### config.mk
export PLATFORM = sky130hd
export DESIGN_NAME = scroll_window_addr
export DESIGN_NICKNAME = d
export VERILOG_FILES = /design/src/rtl/sw_pkg.sv /design/src/rtl/sw_ctrl.sv /design/src/rtl/sw_datapath.sv /design/src/rtl/scroll_window_addr.sv
export SDC_FILE = /design/constraint.sdc
export NUM_CORES = 1
export LEC_CHECK = 0
export BUFFER_PORTS_ARGS = -buffer_cell sky130_fd_sc_hd__buf_2
export CORE_MARGIN = 2
export CORE_UTILIZATION = 35
export CTS_CLUSTER_SIZE = 28
export DETAILED_ROUTE_END_ITERATION = 6
export GPL_TIMING_DRIVEN = 0
export PLACE_DENSITY = 0.63
export REMOVE_ABC_BUFFERS = 1
export SYNTH_ARGS = -nofsm -noshare
export SYNTH_HDL_FRONTEND = slang
export SYNTH_SLANG_ARGS = --single-unit
export TNS_END_PERCENT = 30
### constraint.sdc
create_clock -name clk -period 3 [get_ports clk]
set_input_delay 0 -clock clk [delete_from_list [all_inputs] [get_ports clk]]
set_output_delay 0 -clock clk [all_outputs]
set_load 0.005 [all_outputs]
### src/rtl/sw_pkg.sv
package sw_pkg;
  typedef struct packed {
    logic loadBoth;
    logic stepMain;
    logic stepAux;
    logic toRight;
  } swStrobe_t;
endpackage

### src/rtl/sw_ctrl.sv
module sw_ctrl
  import sw_pkg::*;
#(
  parameter int DIGITS = 12,
  localparam int DW = $clog2(DIGITS)
) (
  input  logic          clk,
  input  logic          rstN,
  input  logic          setAddr,
  input  logic          shiftEn,
  input  logic          shiftMain,
  input  logic          shiftAux,
  input  logic          shiftRight,
  output swStrobe_t     strobe,
  output logic [DW-1:0] scanDigit,
  output logic          scanStart
);
  localparam logic [DW-1:0] LAST_DIGIT = DW'(DIGITS - 1);

  logic [DW-1:0] scanCnt;

  always_comb begin
    strobe          = '0;
    strobe.loadBoth = setAddr;
    strobe.stepMain = shiftEn && !setAddr && shiftMain;
    strobe.stepAux  = shiftEn && !setAddr && shiftAux;
    strobe.toRight  = shiftRight;
  end

  always_ff @(posedge clk) begin
    if (!rstN) begin
      scanCnt <= '0;
    end else if (scanCnt == LAST_DIGIT) begin
      scanCnt <= '0;
    end else begin
      scanCnt <= scanCnt + 1'b1;
    end
  end

  assign scanDigit = scanCnt;
  assign scanStart = (scanCnt == '0);
endmodule

### src/rtl/sw_datapath.sv
module sw_datapath
  import sw_pkg::*;
#(
  parameter int MAIN_DEPTH = 48,
  parameter int AUX_DEPTH  = 12,
  parameter int DIGITS     = 12,
  localparam int MW = $clog2(MAIN_DEPTH),
  localparam int AW = $clog2(AUX_DEPTH),
  localparam int DW = $clog2(DIGITS)
) (
  input  logic                 clk,
  input  logic                 rstN,
  input  swStrobe_t            strobe,
  input  logic [MW-1:0]        loadMain,
  input  logic [AW-1:0]        loadAux,
  input  logic [DW-1:0]        lookDigit,
  input  logic [DW-1:0]        scanDigit,
  output logic [MW-1:0]        mainBase,
  output logic [AW-1:0]        auxBase,
  output logic [DIGITS*MW-1:0] digitMainBus,
  output logic [DIGITS*AW-1:0] digitAuxBus,
  output logic [MW-1:0]        lookMainAddr,
  output logic [AW-1:0]        lookAuxAddr,
  output logic [MW-1:0]        scanMainAddr,
  output logic [AW-1:0]        scanAuxAddr
);
  localparam logic [MW:0]   MAIN_N    = (MW+1)'(MAIN_DEPTH);
  localparam logic [AW:0]   AUX_N     = (AW+1)'(AUX_DEPTH);
  localparam logic [DW:0]   DIG_N     = (DW+1)'(DIGITS);
  localparam logic [MW-1:0] MAIN_LAST = MW'(MAIN_DEPTH - 1);
  localparam logic [AW-1:0] AUX_LAST  = AW'(AUX_DEPTH - 1);

  logic [MW-1:0] mainPtr;
  logic [AW-1:0] auxPtr;
  logic [MW-1:0] mainLoadRed;
  logic [AW-1:0] auxLoadRed;
  logic [MW-1:0] mainAddrArr [DIGITS];
  logic [AW-1:0] auxAddrArr  [DIGITS];
  logic [DW-1:0] lookIdx;

  // Reduce out-of-range loads back into the ring (one subtraction suffices)
  always_comb begin
    mainLoadRed = ({1'b0, loadMain} >= MAIN_N) ? MW'({1'b0, loadMain} - MAIN_N) : loadMain;
    auxLoadRed  = ({1'b0, loadAux} >= AUX_N)   ? AW'({1'b0, loadAux} - AUX_N)   : loadAux;
  end

  always_ff @(posedge clk) begin
    if (!rstN) begin
      mainPtr <= '0;
      auxPtr  <= '0;
    end else if (strobe.loadBoth) begin
      mainPtr <= mainLoadRed;
      auxPtr  <= auxLoadRed;
    end else begin
      if (strobe.stepMain) begin
        if (strobe.toRight) mainPtr <= (mainPtr == '0) ? MAIN_LAST : mainPtr - 1'b1;
        else                mainPtr <= (mainPtr == MAIN_LAST) ? '0 : mainPtr + 1'b1;
      end
      if (strobe.stepAux) begin
        if (strobe.toRight) auxPtr <= (auxPtr == '0) ? AUX_LAST : auxPtr - 1'b1;
        else                auxPtr <= (auxPtr == AUX_LAST) ? '0 : auxPtr + 1'b1;
      end
    end
  end

  // One wrapped adder per digit and per ring
  for (genvar g = 0; g < DIGITS; g++) begin : g_digit
    logic [MW:0] mainSum;
    logic [AW:0] auxSum;
    always_comb begin
      mainSum = {1'b0, mainPtr} + (MW+1)'(g);
      auxSum  = {1'b0, auxPtr} + (AW+1)'(g % AUX_DEPTH);
      mainAddrArr[g] = (mainSum >= MAIN_N) ? MW'(mainSum - MAIN_N) : mainSum[MW-1:0];
      auxAddrArr[g]  = (auxSum >= AUX_N)   ? AW'(auxSum - AUX_N)   : auxSum[AW-1:0];
    end
    assign digitMainBus[g*MW +: MW] = mainAddrArr[g];
    assign digitAuxBus[g*AW +: AW]  = auxAddrArr[g];
  end

  assign lookIdx      = ({1'b0, lookDigit} >= DIG_N) ? DW'({1'b0, lookDigit} - DIG_N) : lookDigit;
  assign lookMainAddr = mainAddrArr[lookIdx];
  assign lookAuxAddr  = auxAddrArr[lookIdx];
  assign scanMainAddr = mainAddrArr[scanDigit];
  assign scanAuxAddr  = auxAddrArr[scanDigit];
  assign mainBase     = mainPtr;
  assign auxBase      = auxPtr;
endmodule

### src/rtl/scroll_window_addr.sv
module scroll_window_addr
  import sw_pkg::*;
#(
  parameter int MAIN_DEPTH = 48,
  parameter int AUX_DEPTH  = 12,
  parameter int DIGITS     = 12,
  localparam int MW = $clog2(MAIN_DEPTH),
  localparam int AW = $clog2(AUX_DEPTH),
  localparam int DW = $clog2(DIGITS)
) (
  input  logic                 clk,
  input  logic                 rstN,
  input  logic                 setAddr,
  input  logic                 shiftEn,
  input  logic                 shiftMain,
  input  logic                 shiftAux,
  input  logic                 shiftRight,
  input  logic [MW-1:0]        loadMain,
  input  logic [AW-1:0]        loadAux,
  input  logic [DW-1:0]        lookDigit,
  output logic [MW-1:0]        lookMainAddr,
  output logic [AW-1:0]        lookAuxAddr,
  output logic [DIGITS*MW-1:0] digitMainBus,
  output logic [DIGITS*AW-1:0] digitAuxBus,
  output logic [DW-1:0]        scanDigit,
  output logic                 scanStart,
  output logic [MW-1:0]        scanMainAddr,
  output logic [AW-1:0]        scanAuxAddr
);
  swStrobe_t     strobe;
  logic [MW-1:0] mainBase;
  logic [AW-1:0] auxBase;

  sw_ctrl #(.DIGITS(DIGITS)) u_ctrl (
    .clk(clk), .rstN(rstN), .setAddr(setAddr), .shiftEn(shiftEn),
    .shiftMain(shiftMain), .shiftAux(shiftAux), .shiftRight(shiftRight),
    .strobe(strobe), .scanDigit(scanDigit), .scanStart(scanStart)
  );

  sw_datapath #(.MAIN_DEPTH(MAIN_DEPTH), .AUX_DEPTH(AUX_DEPTH), .DIGITS(DIGITS)) u_dp (
    .clk(clk), .rstN(rstN), .strobe(strobe), .loadMain(loadMain), .loadAux(loadAux),
    .lookDigit(lookDigit), .scanDigit(scanDigit), .mainBase(mainBase), .auxBase(auxBase),
    .digitMainBus(digitMainBus), .digitAuxBus(digitAuxBus),
    .lookMainAddr(lookMainAddr), .lookAuxAddr(lookAuxAddr),
    .scanMainAddr(scanMainAddr), .scanAuxAddr(scanAuxAddr)
  );
endmodule

==> After elaboration in Yosys (flattened, before gate mapping) <==
Index checks and enable logic that the tools add are counted.
{ "totals": {"in_bits": 21, "ff_bits": 14, "wordCells": 151, "output_inout_bits": 145} }
{ "op_classes": {"n_bitwise": 3, "addsub": 54, "mux": 49, "eq_ne": 3, "n_reduce_logical": 10, "order_cmp": 29} }
{ "op_table": {"columns": ["cell", "n"], "rows": [
  ["6-bit 2-to-1 mux", 22],
  ["4-bit 2-to-1 mux", 23],
  ["6-bit subtractor, second input constant", 13],
  ["7-bit by 6-bit >= comparator with 1-bit output, second input constant", 11],
  ["4-bit subtractor, second input constant", 14],
  ["5-bit by 4-bit >= comparator with 1-bit output, second input constant", 11],
  ["6-bit binary-select mux with 4-bit select", 2],
  ["4-bit binary-select mux with 4-bit select", 2],
  ["6-bit by 3-bit adder with 7-bit output, second input constant", 4],
  ["6-bit by 4-bit adder with 7-bit output, second input constant", 4],
  ["4-bit by 3-bit adder with 5-bit output, second input constant", 4],
  ["4-bit by 4-bit adder with 5-bit output, second input constant", 4],
  ["6-bit by 2-bit adder with 7-bit output, second input constant", 2],
  ["4-bit >= comparator, second input constant", 3],
  ["6-bit >= comparator, second input constant", 2],
  ["4-bit by 2-bit adder with 5-bit output, second input constant", 2],
  ["5-bit >= comparator, second input constant", 2],
  ["4-bit NOT with 5-bit output", 2],
  ["4-bit by 1-bit adder with 4-bit output, second input constant", 2],
  ["4-bit equality test, second input constant", 2],
  ["4-bit zero test", 2],
  ["6-bit by 1-bit adder with 7-bit output, second input constant", 1],
  ["6-bit by 1-bit adder with 6-bit output, second input constant", 1],
  ["6-bit equality test, second input constant", 1],
  ["9 further kinds", 12]
]} }

==> Depth between registers and ports, before layout <==
{ "depth": {"word_depth": 6, "mapped_depth": 15, "ltp_nobuf": 13} }

==> Modules after synthesis <==
From an unflattened synthesis, not the netlist that was laid out.
{ "hier_totals": {"cells_unflattened": 781, "area_unflattened_um2": 5521.5} }
{ "modules_own_cells": {"columns": ["module", "seq_area_each_um2", "area_each_um2", "n_inst", "cells_per_inst"], "rows": [
  ["sw_datapath", 200.2, 5295.1, 1, 756],
  ["sw_ctrl", 80.1, 226.5, 1, 25]
]} }

==> Least setup slack after synthesis <==
OpenSTA, ideal clock, no wires.
{ "synth_timing": {"path_type": "reg2out", "startpoint": "register u_dp.mainPtr[1] (netlist: u_dp.mainBase[1])", "endpoint": "output port lookMainAddr[4]", "path_slack_ns": -0.141, "t_required_ns": 3.000, "stages_incl_launch_ff": 16, "arrival_time_ns": 3.141, "n_path_buf": 2, "cell_sequence": "dfxtp_1 -> clkbuf_1 -> inv_1 -> ha_1 -> buf_2 -> nor2b_1 -> or3_1 -> and2_1 -> ha_1 -> nand2_1 -> nor2_1 -> a221oi_1 -> a211oi_1 -> nand2_1 -> a211oi_1 -> a211oi_2"} }
{ "synth_between": {"elab_chain_len": 6, "word_cells_on_any_way": 50, "cone_classes": "add/sub: 23; order compare: 12; mux: 15"} }
{ "synth_lines": {"columns": ["item", "line", "text"], "rows": [
  ["start, declared", "sw_datapath.sv:33", "logic [MW-1:0] mainPtr;"],
  ["start signal, assigned", "sw_datapath.sv:52", "mainPtr <= mainLoadRed;"],
  ["start signal, assigned", "sw_datapath.sv:56", "if (strobe.toRight) mainPtr <= (mainPtr == '0) ? MAIN_LAST : mainPtr - 1'b1;"],
  ["start signal, assigned", "sw_datapath.sv:57", "else mainPtr <= (mainPtr == MAIN_LAST) ? '0 : mainPtr + 1'b1;"],
  ["6-bit by 3-bit adder with 7-bit output (*)", "sw_datapath.sv:71", "mainSum = {1'b0, mainPtr} + (MW+1)'(g);"],
  ["6-bit subtractor or 7-bit by 6-bit >= comparator with 1-bit output (tied branches)", "sw_datapath.sv:73", "mainAddrArr[g] = (mainSum >= MAIN_N) ? MW'(mainSum - MAIN_N) : mainSum[MW-1:0];"],
  ["6-bit 2-to-1 mux (*)", "sw_datapath.sv:73", null],
  ["net digitMainBus[46]", "scroll_window_addr.sv:23", "output logic [DIGITS*MW-1:0] digitMainBus,"],
  ["6-bit binary-select mux with 4-bit select (*)", "sw_datapath.sv:81", "assign lookMainAddr = mainAddrArr[lookIdx];"],
  ["6-bit 2-to-1 mux (not written as such) (*) (2 in a row)", "sw_datapath.sv:81", null],
  ["end, declared", "scroll_window_addr.sv:21", "output logic [MW-1:0] lookMainAddr,"]
]} }
Mark *: on every way through the listed nets, which the timed path passes. The rest lies on a longest branch. The select of a mux whose other input is x is not followed.

==> Final worst setup path <==
{ "layout_timing": {"startpoint": "register u_dp.mainPtr[1] (netlist: u_dp.mainBase[1])", "endpoint": "output port lookMainAddr[5]"} }
{ "layout_between": {"elab_chain_len": 6, "word_cells_on_any_way": 50, "cone_classes": "add/sub: 23; order compare: 12; mux: 15"} }
{ "layout_lines": {"columns": ["item", "line"], "rows": [
  ["6-bit by 4-bit adder with 7-bit output (tied with other cells)", "sw_datapath.sv:71"],
  ["6-bit subtractor or 7-bit by 6-bit >= comparator with 1-bit output (tied branches)", "sw_datapath.sv:73"],
  ["6-bit 2-to-1 mux", "sw_datapath.sv:73"],
  ["6-bit binary-select mux with 4-bit select (*)", "sw_datapath.sv:81"],
  ["6-bit 2-to-1 mux (not written as such) (*) (2 in a row)", "sw_datapath.sv:81"]
]} }
Mark *: on every way between the ends. The rest lies on a longest branch, timed or not. The select of a mux whose other input is x is not followed.

==> results.env <==
STATUS='finished, violations left'
VIOLATIONS='negative setup slack'
SYNTH.YOSYS.WARNINGS=0
CTS.HTREE.LEVELS=1
FIRST_GLOBAL_VIAS=6013
DATA_REQUIRED_TIME_OF_THE_WORST_PATH_PS=3000
MAXCAPVIOLCOUNT=0
MIN-DELAY-PATH-CLASS='input port to flip-flop'
ROUTED_VIAS_INST=5.79
CP_COMMON_CELL='a21o_1'
HOLD_DEPTH=3
NUM-NETS-FINAL=1004
R2R_START='u_dp.mainBase[1]$_SDFFE_PN0P_'
POST_SYNTH.CELL_AREA_AVG_UM2=7.26
ROUTED_LEN_INST_UM=19.6
DETAIL_ROUTE.ITER0.VIOLATIONS=587
YS.FLOP_TYPE='dfxtp_1'
CP-END-KIND='primary output'
ROWS=45
TIMING.CRITICAL_PATH.FANOUT_MAX=6
SLEW_HEADROOM=0.0606
GRT_PASS1_WL_UM=33300
DRT-TOTAL-WL_UM=22300
SYNTHCELLS=759
DRT_PRE_ANTENNA_ITERS=5
DESIGN.CORE.AREA_MM2=0.0153
TIMING.CRITICAL_PATH.BUF_INV=2
POST-PLACE-WS_PS=-1320
R2R-END='u_dp.mainBase[3]$_SDFFE_PN0P_'
CLOCK_PATH_BUFFERS=2
PLACE.DETAILED.INSTANCES=1039
INITIAL_UTILIZATION=0.360
DRIVE_GT1_FRAC=0.459
DIE_WIDTH_UM=129
ASYNC_RESET_FF_FRAC=0
INSTANCES_NO_FILL=1135
POST-ROUTE-CELL-AREA_MM2=0.00756
FIN_WORST_HOLD_SLACK_PS=17.2
REPORT.FINAL.SLEW_VIOL_COUNT=0
FIN_WS_PS=-270
IRDROPWORSTVDD_uV=183
SYNTH_SEQUENTIAL_AREA_RATIO=0.0509
PIN_COUNT=166
TIMING.FINAL.CRIT_PERIOD_PS=3270
REG2REG_SETUP_SLACK_PS=550
CRITPATHARRIVALTIME_PS=3270
SYNTH_ENABLE_FLOP_CELLS=0
SYNTH.LIB_CELLS_USED.DISTINCT=84
FINALHOLDVIOLCOUNT=0
POWER_mW=2.00
SYNTHTOLAYOUTAREAGROWTH_PCT=37.3
TIMING.CRITICAL_PATH.MAX_DELAY_FAMILY='compound AO/OA/AOI/OAI gates'
PLACE_AREA_MM2=0.00603
ENDPOINT_WITH_THE_WORST_HOLD_SLACK='u_dp.mainBase[1]$_SDFFE_PN0P_'
FILLER_CELL_COUNT=1500
GP_ROUTABILITY_CONGESTION=0.960
DIODES=0
FINAL_CORE_UTILIZATION=0.494
GLOBAL_ROUTE.USAGE.TOTAL=0.249
GRT_ANTENNA_BEFORE_REPAIR=0
GRT_SETUP_UNREPAIRED='true'
WORSTREGTOREGCELLS=10
FMAX_GHz=0.306
DRC=0
ROUTE.VIAS.TOTAL=6572
SYNTHESIS.AREA_MM2=0.00551
PIN_COUNT_OF_THE_BIGGEST_NET_ENTERING_GLOBAL_ROUTING=35
WORSTPATHCELLLIST='clkinvlp_4 > ha_4 > a21o_1 > a21o_1 > xnor2_1 > ha_2 > and3_4 > a22oi_2 > o22ai_2 > mux4_2 > o211ai_1 > buf_2'
NUMPORTBUFFERS=165
CRITICAL-PATH-MAX-STAGE-DELAY_PS=530
POWER_DENSITY_mW_PER_MM2=264
CP-START-KIND='flip-flop'
CRIT_SLOWEST_CELL='mux4_2'
DIE_FOOTPRINT_MM2=0.0168
FIN_CRIT_SH=1.09
DETAILED_PLACER_S_ENDING_HPWL_UM=14400
WORSTMARGINPINSLEW_PS=1410
CLK_PIN_SLEW_WORST_PATHS_PS=50
CLK_LATENCY_WORST_SKEW_PAIR_PS=240
TRITONCTS.NUM_BUFFERS=3
CLOCKROOTBUFFER='clkbuf_16'
DIEHEIGHT_UM=129
POWER.LEAKAGE_nW=3.42
SYNTH-SEQ-CELLS=14
TRITONCTS='built'
CTS_SINKS=14
FINALSETUPVIOLCOUNT=6
SKEW_PS=0.648
PATH_CLASS='flip-flop to primary output'
TNS_PS=-1060
TIMING.HOLD.WORST.START='loadMain[1]'
ANT_NETS=0
OVERFLOW=0
placed cells by master (no fill, tap or decap), types with 10 or more instances in the layout:
| cell | instances |
|---|---|
| buf_2 | 165 |
| buf_4 | 84 |
| nand2_1 | 62 |
| a21oi_1 | 48 |
| inv_1 | 42 |
| nor2_1 | 37 |
| ha_1 | 36 |
| o21ai_0 | 31 |
| xnor2_1 | 25 |
| and2_1 | 18 |
| mux2i_1 | 17 |
| nand3_1 | 15 |
| ha_4 | 14 |
| mux4_2 | 13 |
| a31oi_1 | 11 |
| nor3_1 | 10 |
| dfxtp_4 | 10 |
report_power, final:
part	internal, mW	switching [mW]	total, mW
Sequential	0.197	0.0675	0.264
Combinational	0.654	0.801	1.45
Clock	0.202	0.0769	0.279
timing repair:
| item | 4_1_cts | 5_1_grt |
|---|---|---|
| endpoints found under the setup margin | 52 | 10 |
| pin swaps | 36 | 30 |
| hold endpoints to repair | 0 | 0 |
| buffers inserted | 72 | 20 |
| resized for setup | 109 | 54 |
| hold buffers | 0 | 0 |
worst reg2reg max path, cell delays in order, from the launching register on:
cell	delay, ps
dfxtp_4	410
clkinvlp_4	260
buf_6	200
ha_1	240
a21boi_1	310
xnor2_2	210
buf_4	180
a22oi_1	80
a311oi_1	320
a21oi_1	70
nor2b_1	110
cell usage after synthesis, types with 8 or more instances:
master | number | area [um2]
a211oi_1 | 12 | 90.1
a21oi_1 | 54 | 270
a221oi_1 | 8 | 70.1
a22oi_1 | 8 | 60.1
a311oi_1 | 9 | 78.8
a31oi_1 | 12 | 75.1
and2_1 | 20 | 125
and3_1 | 9 | 56.3
buf_2 | 12 | 60.1
buf_4 | 51 | 383
clkbuf_1 | 27 | 101
dfxtp_1 | 14 | 280
ha_1 | 58 | 726
inv_1 | 49 | 184
inv_2 | 9 | 33.8
mux2i_1 | 19 | 190
mux4_2 | 13 | 293
nand2_1 | 66 | 248
nand2b_1 | 10 | 62.6
nand3_1 | 18 | 90.1
nor2_1 | 41 | 154
nor2b_1 | 13 | 81.3
nor3_1 | 11 | 55.1
o21ai_0 | 38 | 190
xnor2_1 | 29 | 254
xor2_1 | 8 | 70.1
cell families (layout without fill, tap and decap cells):
| family | count (synthesis) | count (layout) | synth area share |
|---|---|---|---|
| xor+xnor | 45 | 45 | 0.0865 |
| compound gates | 228 | 228 | 0.289 |
| flops | 14 | 14 | 0.0509 |
| buf+inv | 157 | 322 | 0.147 |
| simple gates | 224 | 224 | 0.206 |
| mux | 33 | 33 | 0.0897 |
| fa+ha+maj | 58 | 58 | 0.132 |
worst max path at each step:
stage / start / end / slack (ps) / cells after the start
floorplan: u_dp.mainBase[0]$_SDFFE_PN0P_ / scanMainAddr[4] / -430 / 13
finish: u_dp.mainBase[1]$_SDFFE_PN0P_ / lookMainAddr[5] / -270 / 12
global route: u_dp.mainBase[1]$_SDFFE_PN0P_ / scanMainAddr[4] / -380 / 15
CTS: u_dp.mainBase[2]$_SDFFE_PN0P_ / scanMainAddr[4] / -170 / 14
detailed placement: u_dp.mainBase[5]$_SDFFE_PN0P_ / scanMainAddr[4] / -1320 / 12
global placement: u_dp.mainBase[5]$_SDFFE_PN0P_ / scanMainAddr[4] / -1350 / 12
cell type report:
type	instances	area (um2)	share of cell area
timing repair buffer	257	1550	0.205
tap	211	264	0.0349
multi-input combinational	588	5080	0.671
sequential	14	318	0.0420
clock buffer	4	88.8	0.0117
inverter	61	263	0.0347
routing by layer:
metal  GRT usage  routed length [um]  up-vias  part of all wire
li1            -                   -     3034                 -
met1       0.352                9490     3070              0.43
met2       0.369                9720      400              0.44
met3      0.0442                2170       68             0.097
met4       0.106                 908        0             0.041
met5           0                   0        -                 0
registers in the layout, summed over array words and instances, names as in the netlist:
| name | count |
|---|---|
| u_dp.mainBase | 6 |
| u_dp.auxBase | 4 |
| u_ctrl.scanDigit | 4 |
Note: power is estimated with default switching activity, not from simulation.
